--- config.mk ---
export PLATFORM = sky130hd
export DESIGN_NAME = pixel_line_encoder
export DESIGN_NICKNAME = d
export VERILOG_FILES = /design/src/rtl/pxl_enc_pkg.sv /design/src/rtl/pxl_color_order.sv /design/src/rtl/pxl_phase_counter.sv /design/src/rtl/pixel_line_encoder.sv
export SDC_FILE = /design/constraint.sdc
export NUM_CORES = 1
export LEC_CHECK = 0
export CORE_MARGIN = 4
export CORE_UTILIZATION = 50
export CTS_BUF_LIST = sky130_fd_sc_hd__clkbuf_8
export DETAILED_ROUTE_END_ITERATION = 16
export PLACE_DENSITY = 0.71
export SLEW_MARGIN = 5
export SYNTH_ARGS = -nofsm -noshare
export SYNTH_HDL_FRONTEND = slang
export SYNTH_HIERARCHICAL = 1
export SYNTH_SLANG_ARGS = --single-unit
--- constraint.sdc ---
create_clock -name clk -period 4.6 [get_ports clk]
set_input_delay 0.92 -clock clk [delete_from_list [all_inputs] [get_ports clk]]
set_output_delay 0.92 -clock clk [all_outputs]
set_load 0.03 [all_outputs]
--- src/rtl/pxl_enc_pkg.sv ---
package pxl_enc_pkg;
  typedef enum logic [2:0] {
    ST_IDLE,
    ST_WAIT,
    ST_HIGH,
    ST_LOW,
    ST_GAP,
    ST_DONE
  } enc_state_t;

  localparam logic [2:0] ORD_RGB = 3'd0;
  localparam logic [2:0] ORD_RBG = 3'd1;
  localparam logic [2:0] ORD_GRB = 3'd2;
  localparam logic [2:0] ORD_GBR = 3'd3;
  localparam logic [2:0] ORD_BRG = 3'd4;
  localparam logic [2:0] ORD_BGR = 3'd5;
endpackage

--- src/rtl/pxl_color_order.sv ---
module pxl_color_order #(
  parameter int BYTE_W = 8
) (
  input  logic [2:0]          order_sel,
  input  logic [3*BYTE_W-1:0] pix_in,
  output logic [3*BYTE_W-1:0] pix_out
);
  import pxl_enc_pkg::*;

  logic [BYTE_W-1:0] red, grn, blu;

  assign red = pix_in[3*BYTE_W-1:2*BYTE_W];
  assign grn = pix_in[2*BYTE_W-1:BYTE_W];
  assign blu = pix_in[BYTE_W-1:0];

  always_comb begin
    unique case (order_sel)
      ORD_RGB: pix_out = {red, grn, blu};
      ORD_RBG: pix_out = {red, blu, grn};
      ORD_GBR: pix_out = {grn, blu, red};
      ORD_BRG: pix_out = {blu, red, grn};
      ORD_BGR: pix_out = {blu, grn, red};
      default: pix_out = {grn, red, blu};
    endcase
  end
endmodule

--- src/rtl/pxl_phase_counter.sv ---
module pxl_phase_counter #(
  parameter int W = 6
) (
  input  logic         clk,
  input  logic         rst_n,
  input  logic         load,
  input  logic [W-1:0] load_val,
  output logic         last
);
  logic [W-1:0] cnt;
  logic [W-1:0] eff_val;

  assign eff_val = (load_val == '0) ? W'(1) : load_val;
  assign last    = (cnt == W'(1));

  always_ff @(posedge clk or negedge rst_n) begin
    if (!rst_n) begin
      cnt <= '0;
    end else if (load) begin
      cnt <= eff_val;
    end else if (cnt > W'(1)) begin
      cnt <= cnt - W'(1);
    end
  end
endmodule

--- src/rtl/pixel_line_encoder.sv ---
module pixel_line_encoder #(
  parameter int BYTE_W = 8,
  parameter int T0H_W  = 5,
  parameter int T0L_W  = 6,
  parameter int T1H_W  = 6,
  parameter int T1L_W  = 5,
  parameter int LEN_W  = 13,
  parameter int GAP_W  = 13
) (
  input  logic                clk,
  input  logic                rst_n,
  input  logic                go,
  input  logic [2:0]          order_sel,
  input  logic [T0H_W-1:0]    t0_high,
  input  logic [T0L_W-1:0]    t0_low,
  input  logic [T1H_W-1:0]    t1_high,
  input  logic [T1L_W-1:0]    t1_low,
  input  logic [LEN_W-1:0]    frame_len,
  input  logic [GAP_W-1:0]    gap_len,
  input  logic                px_valid,
  input  logic [3*BYTE_W-1:0] px_data,
  output logic                px_ready,
  output logic                led_out,
  output logic                busy,
  output logic                done
);
  import pxl_enc_pkg::*;

  localparam int PIX_W = 3 * BYTE_W;
  localparam int BIT_W = $clog2(PIX_W);
  localparam int HI_W  = (T0H_W > T1H_W) ? T0H_W : T1H_W;
  localparam int LO_W  = (T0L_W > T1L_W) ? T0L_W : T1L_W;
  localparam int PH_W  = (HI_W > LO_W) ? HI_W : LO_W;

  enc_state_t       state;
  logic [PIX_W-1:0] shifter;
  logic [BIT_W-1:0] bit_idx;
  logic [PIX_W-1:0] hold_word;
  logic             hold_full;
  logic [LEN_W-1:0] fetch_left;
  logic [LEN_W-1:0] send_left;
  logic [PIX_W-1:0] ordered;

  logic             accept;
  logic             pix_end;
  logic             frame_end;
  logic             take_hold;
  logic             ph_load;
  logic [PH_W-1:0]  ph_val;
  logic             ph_last;
  logic             gap_load;
  logic             gap_last;

  pxl_color_order #(.BYTE_W(BYTE_W)) order_i (
    .order_sel (order_sel),
    .pix_in    (px_data),
    .pix_out   (ordered)
  );

  pxl_phase_counter #(.W(PH_W)) phase_i (
    .clk      (clk),
    .rst_n    (rst_n),
    .load     (ph_load),
    .load_val (ph_val),
    .last     (ph_last)
  );

  pxl_phase_counter #(.W(GAP_W)) gap_i (
    .clk      (clk),
    .rst_n    (rst_n),
    .load     (gap_load),
    .load_val (gap_len),
    .last     (gap_last)
  );

  function automatic logic [PH_W-1:0] high_of(input logic b);
    return b ? PH_W'(t1_high) : PH_W'(t0_high);
  endfunction

  function automatic logic [PH_W-1:0] low_of(input logic b);
    return b ? PH_W'(t1_low) : PH_W'(t0_low);
  endfunction

  assign px_ready  = (state != ST_IDLE) && (state != ST_DONE) &&
                     !hold_full && (fetch_left != '0);
  assign accept    = px_valid && px_ready;
  assign pix_end   = (bit_idx == '0);
  assign frame_end = (send_left == LEN_W'(1));
  assign take_hold = hold_full &&
                     ((state == ST_WAIT) ||
                      ((state == ST_LOW) && ph_last && pix_end && !frame_end));

  always_comb begin
    ph_load  = 1'b0;
    ph_val   = '0;
    gap_load = 1'b0;
    unique case (state)
      ST_IDLE: gap_load = go && (frame_len == '0);
      ST_WAIT: begin
        ph_load = hold_full;
        ph_val  = high_of(hold_word[PIX_W-1]);
      end
      ST_HIGH: begin
        ph_load = ph_last;
        ph_val  = low_of(shifter[PIX_W-1]);
      end
      ST_LOW: begin
        if (ph_last && !pix_end) begin
          ph_load = 1'b1;
          ph_val  = high_of(shifter[PIX_W-2]);
        end else if (ph_last && frame_end) begin
          gap_load = 1'b1;
        end else if (take_hold) begin
          ph_load = 1'b1;
          ph_val  = high_of(hold_word[PIX_W-1]);
        end
      end
      default: ;
    endcase
  end

  always_ff @(posedge clk or negedge rst_n) begin
    if (!rst_n) begin
      hold_word  <= '0;
      hold_full  <= 1'b0;
      fetch_left <= '0;
    end else if (state == ST_IDLE) begin
      hold_full  <= 1'b0;
      fetch_left <= go ? frame_len : '0;
    end else if (accept) begin
      hold_word  <= ordered;
      hold_full  <= 1'b1;
      fetch_left <= fetch_left - LEN_W'(1);
    end else if (take_hold) begin
      hold_full  <= 1'b0;
    end
  end

  always_ff @(posedge clk or negedge rst_n) begin
    if (!rst_n) begin
      state     <= ST_IDLE;
      shifter   <= '0;
      bit_idx   <= '0;
      send_left <= '0;
    end else begin
      unique case (state)
        ST_IDLE: if (go) begin
          send_left <= frame_len;
          state     <= (frame_len == '0) ? ST_GAP : ST_WAIT;
        end
        ST_WAIT: if (hold_full) begin
          shifter <= hold_word;
          bit_idx <= BIT_W'(PIX_W - 1);
          state   <= ST_HIGH;
        end
        ST_HIGH: if (ph_last) state <= ST_LOW;
        ST_LOW: if (ph_last) begin
          if (!pix_end) begin
            shifter <= shifter << 1;
            bit_idx <= bit_idx - BIT_W'(1);
            state   <= ST_HIGH;
          end else begin
            send_left <= send_left - LEN_W'(1);
            if (frame_end) begin
              state <= ST_GAP;
            end else if (hold_full) begin
              shifter <= hold_word;
              bit_idx <= BIT_W'(PIX_W - 1);
              state   <= ST_HIGH;
            end else begin
              state <= ST_WAIT;
            end
          end
        end
        ST_GAP:  if (gap_last) state <= ST_DONE;
        ST_DONE: state <= ST_IDLE;
        default: state <= ST_IDLE;
      endcase
    end
  end

  assign led_out = (state == ST_HIGH);
  assign busy    = (state != ST_IDLE);
  assign done    = (state == ST_DONE);
endmodule

==> results.json <==
{
  "yosys-top-cells-count": "114 x nand2_1, 102 x dfrtp_1, 78 x a21oi_1, 51 x nor2_1, 50 x mux2i_1",
  "maxCapViolCount": 0,
  "yosys_warnings": 6,
  "crit_path_end_kind": "output port",
  "critical_path_peak_fanout": 9,
  "final_util": 0.603,
  "yosysMostFrequentCell": "nand2_1",
  "clkTransAtPathRegs_ps": 100,
  "switching_share": 0.431,
  "min_path_type": "in -> async",
  "ys.flop_type": "dfrtp_1",
  "power-per-cell-area_nw_per_um2": 535,
  "cts_buffers": 9,
  "drtAntennaViolNets": 0,
  "overflow": 0,
  "io_pins": 83,
  "pwr-share-clk": 0.131,
  "p_int_mw": 2.35,
  "htree_levels": 3,
  "fillers": 1193,
  "layout-drive-gt1-share": 0.0839,
  "core-area_um2": 12800,
  "grtUsageTotal": 0.226,
  "start_util": 0.520,
  "die-width_um": 123,
  "maxSlewViolCount": 0,
  "area_delta_synth_final_pct": 16.0,
  "wl_um": 16900,
  "setup_viol": 0,
  "synth-edff-count": 0,
  "cts_tree": "done",
  "n_antenna_cell": 0,
  "power_mw": 4.13,
  "drt-initial-drc-count": 560,
  "clock_tree.root_cell": "clkbuf_8",
  "antenna_found_initial": 0,
  "synth_largest_area_cell": "dfrtp_1",
  "worstMarginPinSlew_ps": 913,
  "startpoint_type": "flip-flop",
  "fp.dieH_um": 123,
  "wl_per_cell_um": 16.8,
  "yosys-top-cells-area": "dfrtp_1 38%, mux2i_1 7.5%, nand2_1 6.4%",
  "cts_num_sinks": 102,
  "reg2reg_to": "phase_i/cnt[0]",
  "syn-num-nets": 862,
  "avgSynthCellArea_um2": 8.61,
  "synth-seq-cells": 102,
  "seqPwrFrac": 0.409,
  "setup-tns-final_ps": 0,
  "relSlewSlack": 0.389,
  "drcViolationCount": 0,
  "synthCells": 774,
  "max_freq_ghz": 0.270,
  "peakVddDrop_mv": 0.236,
  "period_share": 0.806,
  "rsz0062_at_grt": "false",
  "ctsHoldBuffers": 0,
  "synth_top_area_share": 0.383,
  "skew_ps": 8.70,
  "grt_pass1_wl_um": 27800,
  "async_flop_share": 1.00,
  "max-clock-path-buffers": 2,
  "portBuffers": 82,
  "arrival_ps": 2790,
  "status": "finished clean",
  "insertion_delay_ps": 380,
  "ctsResizeCount": 0,
  "worstReg2RegStart": "phase_i/cnt[2]",
  "switchingPower_mw": 1.78,
  "dp_hpwl_um": 12200,
  "required_ps": 3680,
  "p_comb_frac": 0.460,
  "crit_type": "reg -> out",
  "synth_cell_types": 81,
  "dieArea_um2": 15200,
  "hold_viol_final": 0,
  "grt_pass1_vias": 5710,
  "cts_setup_buffers": 0,
  "layout.nets": 917,
  "syn_area_um2": 6660,
  "vias": 5992,
  "placementRows": 41,
  "grt_max_degree": 52,
  "viasPerCell": 5.96,
  "power.leakage_nw": 3.25,
  "gp_routability_congestion": 0.915,
  "fin_crit_ps": 3710,
  "r2r_slack_ps": 1370,
  "seq_area_frac_synth": 0.383,
  "drt-pass1-iter-count": 5,
  "ff2ff_path_depth": 9
}
flip-flops by register name, indices dropped and copies added, names as in the netlist:
register / flops
hold_word: 24
gap_i/cnt: 13
phase_i/cnt: 6
state: 3
shifter: 24
hold_full: 1
bit_idx: 5
send_left: 13
fetch_left: 13
cell usage in the layout, fill, tap and decap left out, types with 4 or more instances in the layout:
cell type and count:
ha_1 9, and3_1 10, or4_1 6, a22oi_1 5, a211o_1 8, nor4_1 10, nor2_1 50, xor2_1 4
dfrtp_1 102, mux2i_1 50, nor3b_1 4, o21ai_0 36, or3_1 6, buf_4 13, clkbuf_8 10, inv_1 25
nand2_1 114, nor3_1 23, a21o_1 4, o22ai_1 5, xnor2_1 12, a21oi_1 78, nor2b_1 6, or4_4 4
o31ai_1 9, o32ai_1 9, mux2_2 7, or2_2 4, nor2_2 4, nand3_1 30, nor4b_1 4, clkdlybuf4s50_1 81
a31oi_1 8, nand2b_1 5, o221ai_1 6
final cells by class:
class	count	area [µm²]	share of cell area
multi-input cells	595	3770	0.488
inverters	27	101	0.0131
clock inverters	6	45.0	0.00583
well taps	172	215	0.0278
flip-flops and latches	102	2550	0.330
clock buffers	10	138	0.0178
repair buffers	94	908	0.117
worst max path at each step:
stage | start | endpoint | slack, ps | cells past startpoint
floorplan | bit_idx[0] | phase_i/cnt[0] | 1850 | 10
global placement | frame_len[6] | gap_i/cnt[5] | 1230 | 6
detailed placement | frame_len[6] | gap_i/cnt[5] | 1220 | 6
CTS | fetch_left[0] | px_ready | 880 | 6
global route | fetch_left[0] | px_ready | 790 | 6
finish | fetch_left[0] | px_ready | 890 | 6
cell families after synthesis:
logic type      after synthesis  synth area share
flops                       102             0.383
simple gates                305             0.237
fa+ha+maj                    10            0.0186
xor+xnor                     17            0.0235
mux                          57            0.0869
buf+inv                      77            0.0533
compound gates              206             0.198
per-stage QoR:
stage | instances | hold WS [ps] | setup slack, ps | area [µm²]
2_1_floorplan | 774 | 444 | 1850 | 6660
3_3_place_gp | 990 | 459 | 1230 | 7550
3_5_place_dp | 990 | 463 | 1220 | 7550
4_1_cts | 1006 | 447 | 881 | 7730
5_1_grt | 1006 | 466 | 786 | 7730
6_report | 1006 | 463 | 894 | 7730
metal layers:
metal  GRT usage  share of wire
met5           0              0
met4      0.0747          0.012
met3      0.0270          0.046
met2       0.355           0.48
met1       0.327           0.46
power by group through the flow:
stage               Combinational, mW  Clock, mW  Sequential (mW)
floorplan                        1.52          0             1.56
global placement                 1.83          0             1.68
detailed placement               1.89          0             1.70
CTS                              1.90      0.566             1.69
global route                     2.14      0.596             1.75
finish                           1.90      0.542             1.69
worst max-delay path, stage by stage, from the launching register on:
cell,delay [ps]
dfrtp_1,430
inv_1,70
ha_1,190
or4b_4,510
nor4b_4,430
nor3_1,150
clkdlybuf4s50_1,620
(Power assumes the default switching activity.)
